### config.mk
export PLATFORM = sky130hd
export DESIGN_NAME = dsp_acc_unit
export DESIGN_NICKNAME = d
export VERILOG_FILES = /design/src/rtl/dsp_acc_pkg.sv /design/src/rtl/dsp_acc_mul.sv /design/src/rtl/dsp_acc_bank.sv /design/src/rtl/dsp_acc_rdsel.sv /design/src/rtl/dsp_acc_unit.sv
export SDC_FILE = /design/constraint.sdc
export NUM_CORES = 2
export LEC_CHECK = 0
export BUFFER_PORTS_ARGS = -buffer_cell sky130_fd_sc_hd__buf_2
export CAP_MARGIN = 20
export CORE_ASPECT_RATIO = 0.9
export CORE_MARGIN = 10
export CORE_UTILIZATION = 65
export DETAILED_ROUTE_END_ITERATION = 16
export HOLD_SLACK_MARGIN = 0.05
export PLACE_DENSITY = 0.82
export SYNTH_ARGS = -nofsm -noshare
export SYNTH_HDL_FRONTEND = slang
export SYNTH_SLANG_ARGS = --single-unit
### constraint.sdc
create_clock -name clk -period 6 [get_ports clk]
set_clock_uncertainty 0.2 [all_clocks]
set_input_delay 0.9 -clock clk [delete_from_list [all_inputs] [get_ports clk]]
set_output_delay 0.9 -clock clk [all_outputs]
set_load 0.02 [all_outputs]
### src/rtl/dsp_acc_pkg.sv
package dsp_acc_pkg;

  localparam int unsigned DATA_W  = 32;
  localparam int unsigned HALF_W  = DATA_W / 2;
  localparam int unsigned BODY_W  = 2 * DATA_W;
  localparam int unsigned GUARD_W = 8;
  localparam int unsigned ACC_W   = BODY_W + GUARD_W;
  localparam int unsigned N_ACC   = 2;
  localparam int unsigned SEL_W   = (N_ACC > 1) ? $clog2(N_ACC) : 1;
  localparam int unsigned OP_W    = 5;
  localparam int unsigned SHIFT_W = 2;

  typedef enum logic [2:0] {
    K_NOP  = 3'd0,
    K_MAC  = 3'd1,
    K_MSB  = 3'd2,
    K_MUL  = 3'd3,
    K_WR   = 3'd4,
    K_RD   = 3'd5,
    K_RSV6 = 3'd6,
    K_RSV7 = 3'd7
  } kind_e;

  // operand forms for multiply kinds
  localparam logic [1:0] F_HH = 2'd0;
  localparam logic [1:0] F_LL = 2'd1;
  localparam logic [1:0] F_LH = 2'd2;
  localparam logic [1:0] F_W  = 2'd3;
  // slice codes for writes
  localparam logic [1:0] W_HI = 2'd0;
  localparam logic [1:0] W_LO = 2'd1;
  localparam logic [1:0] W_GU = 2'd2;
  // slice codes for reads
  localparam logic [1:0] R_HI = 2'd0;
  localparam logic [1:0] R_MI = 2'd1;
  localparam logic [1:0] R_LO = 2'd2;
  localparam logic [1:0] R_GU = 2'd3;

  typedef struct packed {
    logic [GUARD_W-1:0] guard;
    logic [BODY_W-1:0]  body;
  } acc_t;

endpackage

### src/rtl/dsp_acc_mul.sv
module dsp_acc_mul
  import dsp_acc_pkg::*;
(
  input  logic [1:0]              form_i,
  input  logic [DATA_W-1:0]       a_i,
  input  logic [DATA_W-1:0]       b_i,
  output logic signed [ACC_W-1:0] addend_o
);

  logic signed [HALF_W-1:0] half_a;
  logic signed [HALF_W-1:0] half_b;
  logic signed [DATA_W-1:0] half_prod;
  logic signed [DATA_W-1:0] word_a;
  logic signed [DATA_W-1:0] word_b;
  logic signed [BODY_W-1:0] word_prod;

  always_comb begin
    // only the high-by-high form takes the upper half of operand a
    half_a    = (form_i == F_HH) ? a_i[DATA_W-1 -: HALF_W] : a_i[HALF_W-1:0];
    // only the low-by-low form takes the lower half of operand b
    half_b    = (form_i == F_LL) ? b_i[HALF_W-1:0] : b_i[DATA_W-1 -: HALF_W];
    half_prod = DATA_W'(half_a) * DATA_W'(half_b);
    word_a    = a_i;
    word_b    = b_i;
    word_prod = BODY_W'(word_a) * BODY_W'(word_b);
    if (form_i == F_W) begin
      addend_o = ACC_W'(word_prod);
    end else begin
      addend_o = ACC_W'(half_prod) <<< HALF_W;
    end
  end

endmodule

### src/rtl/dsp_acc_bank.sv
module dsp_acc_bank
  import dsp_acc_pkg::*;
(
  input  logic                     clk,
  input  logic                     rst_n,
  input  kind_e                    kind_i,
  input  logic [1:0]               form_i,
  input  logic [SEL_W-1:0]         sel_i,
  input  logic signed [ACC_W-1:0]  addend_i,
  input  logic [DATA_W-1:0]        wdata_i,
  output acc_t [N_ACC-1:0]         acc_o
);

  acc_t [N_ACC-1:0] acc_q;
  acc_t [N_ACC-1:0] acc_d;
  logic [N_ACC-1:0] acc_en;
  logic             op_updates;

  always_comb begin
    unique case (kind_i)
      K_MAC, K_MSB, K_MUL: op_updates = 1'b1;
      K_WR:                op_updates = (form_i != 2'd3);
      default:             op_updates = 1'b0;
    endcase
  end

  for (genvar i = 0; i < N_ACC; i++) begin : g_acc
    // next-state for one accumulator
    always_comb begin
      acc_en[i] = op_updates && (sel_i == SEL_W'(i));
      acc_d[i]  = acc_q[i];
      unique case (kind_i)
        K_MAC: acc_d[i] = acc_t'(ACC_W'(acc_q[i]) + ACC_W'(addend_i));
        K_MSB: acc_d[i] = acc_t'(ACC_W'(acc_q[i]) - ACC_W'(addend_i));
        K_MUL: acc_d[i] = acc_t'(addend_i);
        K_WR: begin
          unique case (form_i)
            W_HI:    acc_d[i].body[BODY_W-1 -: DATA_W] = wdata_i;
            W_LO:    acc_d[i].body[DATA_W-1:0]         = wdata_i;
            W_GU:    acc_d[i].guard                    = wdata_i[GUARD_W-1:0];
            default: acc_d[i] = acc_q[i];
          endcase
        end
        default: acc_d[i] = acc_q[i];
      endcase
    end

    always_ff @(posedge clk or negedge rst_n) begin
      if (!rst_n) begin
        acc_q[i] <= '0;
      end else if (acc_en[i]) begin
        acc_q[i] <= acc_d[i];
      end
    end

    // an operation aimed at the other accumulator leaves this one alone
    a_r11_other_stable: assert property (@(posedge clk) disable iff (!rst_n)
      (sel_i != SEL_W'(i)) |=> $stable(acc_q[i]));

    // replace leaves the guard as the sign of the body
    a_r7_replace_guard: assert property (@(posedge clk) disable iff (!rst_n)
      (kind_i == K_MUL && sel_i == SEL_W'(i)) |=>
        (acc_q[i].guard == {GUARD_W{acc_q[i].body[BODY_W-1]}}));

    // a 64-bit product moves the guard by at most one step
    a_r4_guard_step: assert property (@(posedge clk) disable iff (!rst_n)
      ((kind_i == K_MAC || kind_i == K_MSB) && sel_i == SEL_W'(i)) |=>
        ((acc_q[i].guard == $past(acc_q[i].guard)) ||
         (acc_q[i].guard == $past(acc_q[i].guard) + GUARD_W'(1)) ||
         (acc_q[i].guard == $past(acc_q[i].guard) - GUARD_W'(1))));

    // a low-word write keeps the upper body and the guard
    a_r10_wr_lo_keeps: assert property (@(posedge clk) disable iff (!rst_n)
      (kind_i == K_WR && form_i == W_LO && sel_i == SEL_W'(i)) |=>
        ($stable(acc_q[i].guard) && $stable(acc_q[i].body[BODY_W-1 -: DATA_W])));

    // reserved codes touch nothing
    a_r13_reserved_idle: assert property (@(posedge clk) disable iff (!rst_n)
      (kind_i == K_NOP || kind_i == K_RSV6 || kind_i == K_RSV7 ||
       (kind_i == K_WR && form_i == 2'd3)) |=> $stable(acc_q[i]));
  end

  assign acc_o = acc_q;

endmodule

### src/rtl/dsp_acc_rdsel.sv
module dsp_acc_rdsel
  import dsp_acc_pkg::*;
(
  input  acc_t                acc_i,
  input  logic [1:0]          form_i,
  input  logic [SHIFT_W-1:0]  shift_i,
  output logic [DATA_W-1:0]   rd_o
);

  localparam int unsigned WIDE_W = BODY_W + DATA_W;

  logic [BODY_W-1:0] body_sh;
  logic [WIDE_W-1:0] guard_wide;
  logic [WIDE_W-1:0] guard_sh;

  always_comb begin
    body_sh    = acc_i.body << shift_i;
    // guard sign-extended above the body; shifting the pair pulls body top bits in
    guard_wide = {{(DATA_W-GUARD_W){acc_i.guard[GUARD_W-1]}}, acc_i.guard, acc_i.body};
    guard_sh   = guard_wide << shift_i;
    unique case (form_i)
      R_HI:    rd_o = body_sh[BODY_W-1 -: DATA_W];
      R_MI:    rd_o = body_sh[BODY_W-1-HALF_W -: DATA_W];
      R_LO:    rd_o = body_sh[DATA_W-1:0];
      default: rd_o = guard_sh[WIDE_W-1 -: DATA_W];
    endcase
  end

endmodule

### src/rtl/dsp_acc_unit.sv
module dsp_acc_unit
  import dsp_acc_pkg::*;
(
  input  logic                 clk,
  input  logic                 rst_n,
  input  logic [OP_W-1:0]      op_i,
  input  logic                 acc_sel_i,
  input  logic [DATA_W-1:0]    src_a_i,
  input  logic [DATA_W-1:0]    src_b_i,
  input  logic [SHIFT_W-1:0]   shift_i,
  output logic [DATA_W-1:0]    rd_data_o
);

  kind_e                    kind;
  logic [1:0]               form;
  logic [SEL_W-1:0]         sel;
  logic signed [ACC_W-1:0]  addend;
  acc_t [N_ACC-1:0]         acc_vec;
  logic [DATA_W-1:0]        rd_sel;
  logic [DATA_W-1:0]        rd_d;
  logic [DATA_W-1:0]        rd_q;

  assign kind = kind_e'(op_i[4:2]);
  assign form = op_i[1:0];
  assign sel  = SEL_W'(acc_sel_i);

  dsp_acc_mul u_mul (
    .form_i   (form),
    .a_i      (src_a_i),
    .b_i      (src_b_i),
    .addend_o (addend)
  );

  dsp_acc_bank u_bank (
    .clk      (clk),
    .rst_n    (rst_n),
    .kind_i   (kind),
    .form_i   (form),
    .sel_i    (sel),
    .addend_i (addend),
    .wdata_i  (src_a_i),
    .acc_o    (acc_vec)
  );

  dsp_acc_rdsel u_rdsel (
    .acc_i   (acc_vec[sel]),
    .form_i  (form),
    .shift_i (shift_i),
    .rd_o    (rd_sel)
  );

  always_comb begin
    rd_d = rd_q;
    if (kind == K_RD) begin
      rd_d = rd_sel;
    end
  end

  always_ff @(posedge clk or negedge rst_n) begin
    if (!rst_n) begin
      rd_q <= '0;
    end else begin
      rd_q <= rd_d;
    end
  end

  assign rd_data_o = rd_q;

  // the read port holds between reads
  a_r12_rd_hold: assert property (@(posedge clk) disable iff (!rst_n)
    (kind != K_RD) |=> $stable(rd_data_o));

  // an unshifted low-word read returns the live low body bits
  a_r8_lo_read: assert property (@(posedge clk) disable iff (!rst_n)
    (kind == K_RD && form == R_LO && shift_i == '0) |=>
      (rd_data_o == $past(acc_vec[sel].body[DATA_W-1:0])));

endmodule

Word-level counts from Yosys, hierarchy flattened:

Cells that the tools add are included.

* $add $sub $neg: 4
* multiply operators: 2
* div/mod/pow operators: 0
* order comparisons: 1
* eq/ne operators: 12
* shift-type cells: 2
* multiplexer cells: 12
* bitwise gates (word level): 1
* reductions and logical operators: 11

Operators by type and width (number)
* 72-bit case mux with 4 select lines: 2
* 72-bit two-way mux: 3
* 72-bit adder: 2
* 72-bit subtractor: 2
* 32-bit case mux with 3 select lines: 1
* 96-bit by 2-bit << shifter with 96-bit output: 1
* 32-bit by 32-bit multiplier with 64-bit output: 1
* 32-bit two-way mux: 2
* 64-bit by 2-bit << shifter with 64-bit output: 1
* 16-bit by 16-bit multiplier with 32-bit output: 1
* 16-bit two-way mux: 2
* 3-bit AND reduction: 6
* 8-bit two-way mux: 1
* 3-bit by 2-bit == test with 1-bit output (second input constant): 2
* 3-bit == test (second input constant): 2
* 2-bit != test (second input constant): 3
* 2-bit == test (second input constant): 2
* 4-bit nonzero test: 1
* 3-bit by 1-bit == test with 1-bit output (second input constant): 1
* 3-bit OR reduction: 1
* 2-bit by 1-bit == test with 1-bit output (second input constant): 1
* 1-bit logical AND: 2
* 2-bit logical NOT: 1
* 1-bit by 2-bit < comparator with 1-bit output (second input constant): 1
* 3 further kinds: 3

* register bits after elaboration: 176
* bits in latches: 0
* bits in writable memories: 0
* bits in read-only memories: 0
* input port bits: 74
* output and inout bits: 32
* word-level logic and storage cells: 52
* memories: 0

Depth between registers and ports, before layout:

* depth in word-level cells: 6
* mapped depth: 51
* depth with buffers taken out: 47

By module:

Synthesis repeated with hierarchy kept, for this count alone.

* cells, all modules: 7948
* area total of the unflattened synthesis: 69845.7 um^2

Modules (own cells, without submodules)
* dsp_acc_mul: instances 1, cells each 5106, area an instance 46849.9 um^2
* dsp_acc_bank: instances 1, cells each 2477, area an instance 18340.1 um^2
* dsp_acc_rdsel: instances 1, cells each 217, area an instance 2431.1 um^2
* dsp_acc_unit: instances 1, cells each 148, area an instance 2224.6 um^2

Least setup slack after synthesis:

OpenSTA, ideal clock, no wires.

* path type: input to register
* start point: in src_a_i[31]
* end point: reg u_bank.acc_q (netlist bit u_bank.acc_o[70])
* library setup time: 126 ps
* data arrival time: 12493 ps
* required time: 5674 ps
* slack: -6819 ps
* stages on the path: 48
* path buffers: 4
* cells stage by stage: clkbuf_1 -> clkbuf_1 -> nand2_1 -> inv_1 -> fa_1 -> fa_1 -> fa_1 -> fa_1 -> inv_1 -> fa_1 -> inv_1 -> fa_1 -> inv_1 -> fa_1 -> inv_1 -> fa_1 -> ha_1 -> a21o_1 -> [... 12 more ...] -> ha_1 -> clkbuf_1 -> a21oi_1 -> o21ai_0 -> a21oi_1 -> o21bai_1 -> a21oi_1 -> nor2b_1 -> o21ai_0 -> nand2b_1 -> a21oi_1 -> o21ai_0 -> a221o_1 -> maj3_1 -> o41ai_1 -> xnor2_1 -> a221oi_1 -> nor2_1

* longest elaborated chain between the ends: 5
* elaborated cells between the ends (all ways): 7
* those cells by class: 2 x add/sub; 2 x mul; 3 x mux

RTL lines
* start, declared: line dsp_acc_unit.sv:8 `input logic [DATA_W-1:0] src_a_i,`
* parallel branches: the longest is 2 deep, another holds 32-bit by 32-bit multiplier with 64-bit output
* 72-bit two-way mux (*): line dsp_acc_mul.sv:26 `if (form_i == F_W) begin`
* 72-bit subtractor or 72-bit adder (tied branches): line dsp_acc_bank.sv:34, dsp_acc_bank.sv:33
* 72-bit case mux with 4 select lines (*): line dsp_acc_bank.sv:32 `unique case (kind_i)`
* end signal, assigned by index: line dsp_acc_bank.sv:52 `acc_q[i] <= acc_d[i];`
* end, declared: line dsp_acc_bank.sv:14 `acc_t [N_ACC-1:0] acc_q;`

Mark *: on every way between the ends.
A chain may end at the register's enable or synchronous reset.

Worst setup path after layout:

* start point: in src_a_i[24]
* end point: reg u_bank.acc_q (netlist bit u_bank.acc_o[69])

Same word-level chain as after synthesis.

==> results.md <==
- The transition time at the pin with the least slew margin is ~1100 ps.
- In this run, distinct cell masters in the synthesized netlist total 98.
- Setup violations remaining at the end of the flow were counted as 131.
- The HPWL after detailed placement is a little over 200000 um.
- The count of mapped cells out of synthesis is roughly 7600.
- The number of antenna violations at the first check in global routing is 22.
- The worst register-to-register path has a setup slack of ~890 ps.
- The relative slew slack is roughly 29%.
- After detailed routing, the number of vias per cell comes to ~6.4.
- The final reports fail on setup timing.
- The fraction of final layout cells with drive strength greater than 1 is 28.1%.
- The synthesized area per cell is 8.76 sq um.
- The most instantiated flip-flop cell in the synthesis netlist is sky130_fd_sc_hd__dfrtp_1.
- The total count of hold-check failures in the final report is 0.
- The clock transition at the registers of the reported paths is 70 ps.
- Of the synthesized area, sequential elements account for ~6.6%.
- The kind of launch point of the worst setup path is an input port.
- Setup repair after global routing could not meet its margin everywhere.
- The placer's final routability congestion estimate is about 1.0.
- The antenna violation net count after detailed routing is 0.
- Once routing completed, OpenROAD measured the worst setup slack at -6670 ps.
- The synthesized netlist net count is approximately 9500.
- The clock tree root driver cell is sky130_fd_sc_hd__clkbuf_16.
- The die is about 320 um tall.
- Data on the critical path arrives at its endpoint at 12790 ps.
- The kind of critical path is in -> reg.
- The highest clock rate is between 70 and 80 MHz.
- In the finished design, the share of the clock period the worst path needs comes to 211%.
- The number of max-cap violations is 0.
- The total via count in the routed design is roughly 67000.
- Yosys printed 0 warnings.
- The class of the tightest hold or removal check is in -> async.
- The path depth of the worst reg2reg path is 20.
- The number of global-route vias before repair is about 70000.
- The first element of the critical path is src_a_i[24].
- The initial core utilization is 65.6%.
- The routed length per instance is 25.9 um.
- After the first detailed-routing iteration, the DRC count stood at 8180.
- The synthesis-stage register bit count is ~180.
- The number of flops mapped to enable cells by yosys is 0.
- The utilization of the core after routing is 84.0%.
- After clock tree synthesis, the flow added hold-fix buffers numbering 0.
- The number of top-level pins is around 110.
- The smallest clock period supported by the final layout is computed as ~13000 ps.
- Before antenna repair, the detailed router went through 9 iterations.
- The clock buffer count from CTS is 17.
- After floorplanning, the core was sized to cover approximately 100000 sq um.
- The delay contributed by the slowest stage of the critical path is around 800 ps.
- The endpoint identified for the worst register-to-register timing path is u_bank.acc_o[70].
- The clock drives roughly 180 sinks.
- The worst-skew pair later-pin latency is between 400 and 500 ps.
- The type of destination of the critical path is a flip-flop.
- Counting along the longest clock path gives a buffer depth of 2.
- STA puts the critical path data required time at between 6000 and 7000 ps.
- The total wirelength of the detailed-routed design is ~270000 um.
- The area enclosed by the die boundary is 116000 sq um.
- The fraction of registers with async set/reset is 100%.
- The number of slew-limit violations in the final report was 0.
- The count of standard-cell rows is about 110.
- Global routing finished with a remaining overflow of 0.
- The launch point of the worst reg-to-reg path is u_bank.acc_o[0].
- The run finished, with violations left.
- The most numerous cell type found on the critical path is sky130_fd_sc_hd__fa_1.
- The wire length of the first global-routing pass is slightly below 400000 um.
- Along the worst path, the maximum fanout reaches 7.
- Entering global routing, the biggest net connects 93 pins.
- Across every metal layer, demand over resource in global routing totals a little over two fifths.
- The capturing instance or port of the critical path is u_bank.acc_o[69].
- The master of the slowest instance on the critical path is sky130_fd_sc_hd__fa_1.
- The CTS tree is built.
- The die boundary width is 358 um.
- The H-tree was split into 4 levels.
- The quantity of I/O buffers inserted on ports is between 100 and 150.
- Summing every instance area after synthesis gives about 67000 sq um.
- Relative to the synthesized area, the layout overhead comes to 28.1%.
- At the end of the flow, the number of nets in the layout was 10792.
- For this run, design rule violations remaining after detail routing come to 0.
[per-layer routing]
layer	GRT usage (%)	wire (um)	vias up	share of wire, %
met3	12.4	38500	1829	14
met1	53.1	87100	32346	32
li1	-	-	26923	-
met4	29.5	25400	16	9.5
met2	66.8	117000	5520	44
met5	0	125	-	0.047
[synthesized netlist by cell type, types with 11 or more instances]
master / count / share of area [%]
sky130_fd_sc_hd__o21ai_1: 13 / 0.097
sky130_fd_sc_hd__a22o_1: 13 / 0.17
sky130_fd_sc_hd__buf_1: 26 / 0.15
sky130_fd_sc_hd__a31oi_1: 40 / 0.37
sky130_fd_sc_hd__o211ai_1: 25 / 0.28
sky130_fd_sc_hd__o22a_1: 24 / 0.31
sky130_fd_sc_hd__inv_1: 1291 / 7.2
sky130_fd_sc_hd__fa_1: 1347 / 40
sky130_fd_sc_hd__o21bai_1: 43 / 0.48
sky130_fd_sc_hd__a221oi_1: 15 / 0.20
sky130_fd_sc_hd__or2_2: 27 / 0.25
sky130_fd_sc_hd__a211oi_1: 57 / 0.64
sky130_fd_sc_hd__and2_1: 469 / 4.4
sky130_fd_sc_hd__dfrtp_1: 176 / 6.6
sky130_fd_sc_hd__nand3_1: 46 / 0.34
sky130_fd_sc_hd__nor2_1: 358 / 2.0
sky130_fd_sc_hd__xnor2_1: 157 / 2.1
sky130_fd_sc_hd__o21ai_0: 288 / 2.2
sky130_fd_sc_hd__and3_1: 20 / 0.19
sky130_fd_sc_hd__mux4_2: 79 / 2.7
sky130_fd_sc_hd__o21a_1: 39 / 0.44
sky130_fd_sc_hd__mux2i_1: 90 / 1.3
sky130_fd_sc_hd__nand2b_1: 53 / 0.49
sky130_fd_sc_hd__a21oi_1: 431 / 3.2
sky130_fd_sc_hd__o31ai_1: 25 / 0.28
sky130_fd_sc_hd__ha_1: 406 / 7.6
sky130_fd_sc_hd__mux2_2: 40 / 0.67
sky130_fd_sc_hd__nand2_1: 1027 / 5.8
sky130_fd_sc_hd__nor3_1: 74 / 0.55
sky130_fd_sc_hd__xor2_1: 91 / 1.2
sky130_fd_sc_hd__nand4_1: 48 / 0.45
sky130_fd_sc_hd__o2111ai_1: 11 / 0.14
sky130_fd_sc_hd__clkbuf_1: 389 / 2.2
sky130_fd_sc_hd__nor2b_1: 38 / 0.35
sky130_fd_sc_hd__or3_1: 27 / 0.25
sky130_fd_sc_hd__nor4_1: 14 / 0.13
sky130_fd_sc_hd__a21o_1: 120 / 1.3
[cell families after synthesis]
kind of cell    count (synthesis)  share of synthesized area (%)
compound gates               1283                           12.1
xor+xnor                      248                           3.24
fa+ha+maj                    1757                           47.9
buf+inv                      1712                           9.60
flops                         176                           6.57
mux                           209                           4.67
simple gates                 2261                           16.0
[repair_timing]
item	CTS	global route
pin swaps	234	231
gates resized for setup	448	295
setup endpoints to repair	132	132
cloned	4	2
setup buffers	104	79
[state kept, by name, indices dropped and copies added (netlist names)]
register / cells
u_bank.acc_o: 144
rd_data_o: 32
[worst max-delay path: cells and delay by family]
kind                       cells  cell delay, ps
AOI/OAI and AO/OA             16            2880
xor gates and xnor gates       2             580
adders and majority gates     11            5650
buffers and inverters         11            1510
muxes                          1             180
and+or+nand+nor                7            1050
[worst min-delay path by stage]
| stage | startpoint | end | slack [ps] | depth (start not counted) |
|---|---|---|---|---|
| 2_1_floorplan | u_bank.acc_o[106] | u_bank.acc_o[106] | 290 | 2 |
| 3_3_place_gp | rd_data_o[7] | rd_data_o[7] | 260 | 2 |
| 3_5_place_dp | rd_data_o[0] | rd_data_o[0] | 270 | 2 |
| 4_1_cts | rst_n | u_bank.acc_o[139] | 280 | 1 |
| 5_1_grt | rst_n | u_bank.acc_o[70] | 320 | 1 |
| 6_report | rst_n | u_bank.acc_o[70] | 270 | 1 |
[area by class of cell]
class                      count  area [sq um]
antenna                       21          52.6
clock buffer                  23           458
clock inverter                 8           106
fill                        5409         16300
inverter                    1291          4860
multi-input combinational   5758         60000
sequential                   176          4400
tap                         1356          1700
timing repair buffer        1721         14200
[through the flow]
step	instance area, sq um	TNS, ps	hold WS [ps]	setup slack, ps	instances
after global routing	85700	-633830	320	-6860	10334
after detailed placement	80200	-661770	265	-7110	10128
after CTS	83700	-532230	279	-5770	10261
after floorplan	68900	-473280	287	-6050	7646
after global placement	80200	-628680	259	-6790	10128
final	85800	-608200	270	-6670	10354
[layout by cell type (no fill, tap or decap), types with 62 or more instances in the layout]
cell / n
sky130_fd_sc_hd__o21ai_0: 153
sky130_fd_sc_hd__nand2_1: 989
sky130_fd_sc_hd__buf_6: 103
sky130_fd_sc_hd__mux2i_1: 85
sky130_fd_sc_hd__buf_4: 1465
sky130_fd_sc_hd__xnor2_1: 132
sky130_fd_sc_hd__dfrtp_1: 176
sky130_fd_sc_hd__xor2_1: 80
sky130_fd_sc_hd__a21oi_1: 320
sky130_fd_sc_hd__a21oi_2: 91
sky130_fd_sc_hd__and2_1: 446
sky130_fd_sc_hd__buf_2: 62
sky130_fd_sc_hd__o21ai_1: 105
sky130_fd_sc_hd__mux4_2: 79
sky130_fd_sc_hd__a21o_1: 120
sky130_fd_sc_hd__fa_1: 1306
sky130_fd_sc_hd__inv_1: 1271
sky130_fd_sc_hd__nor2_1: 338
sky130_fd_sc_hd__buf_12: 62
sky130_fd_sc_hd__ha_1: 339
Power is not shown: default switching activity piles up to over one toggle a cycle in this logic, so the estimate is an artifact.
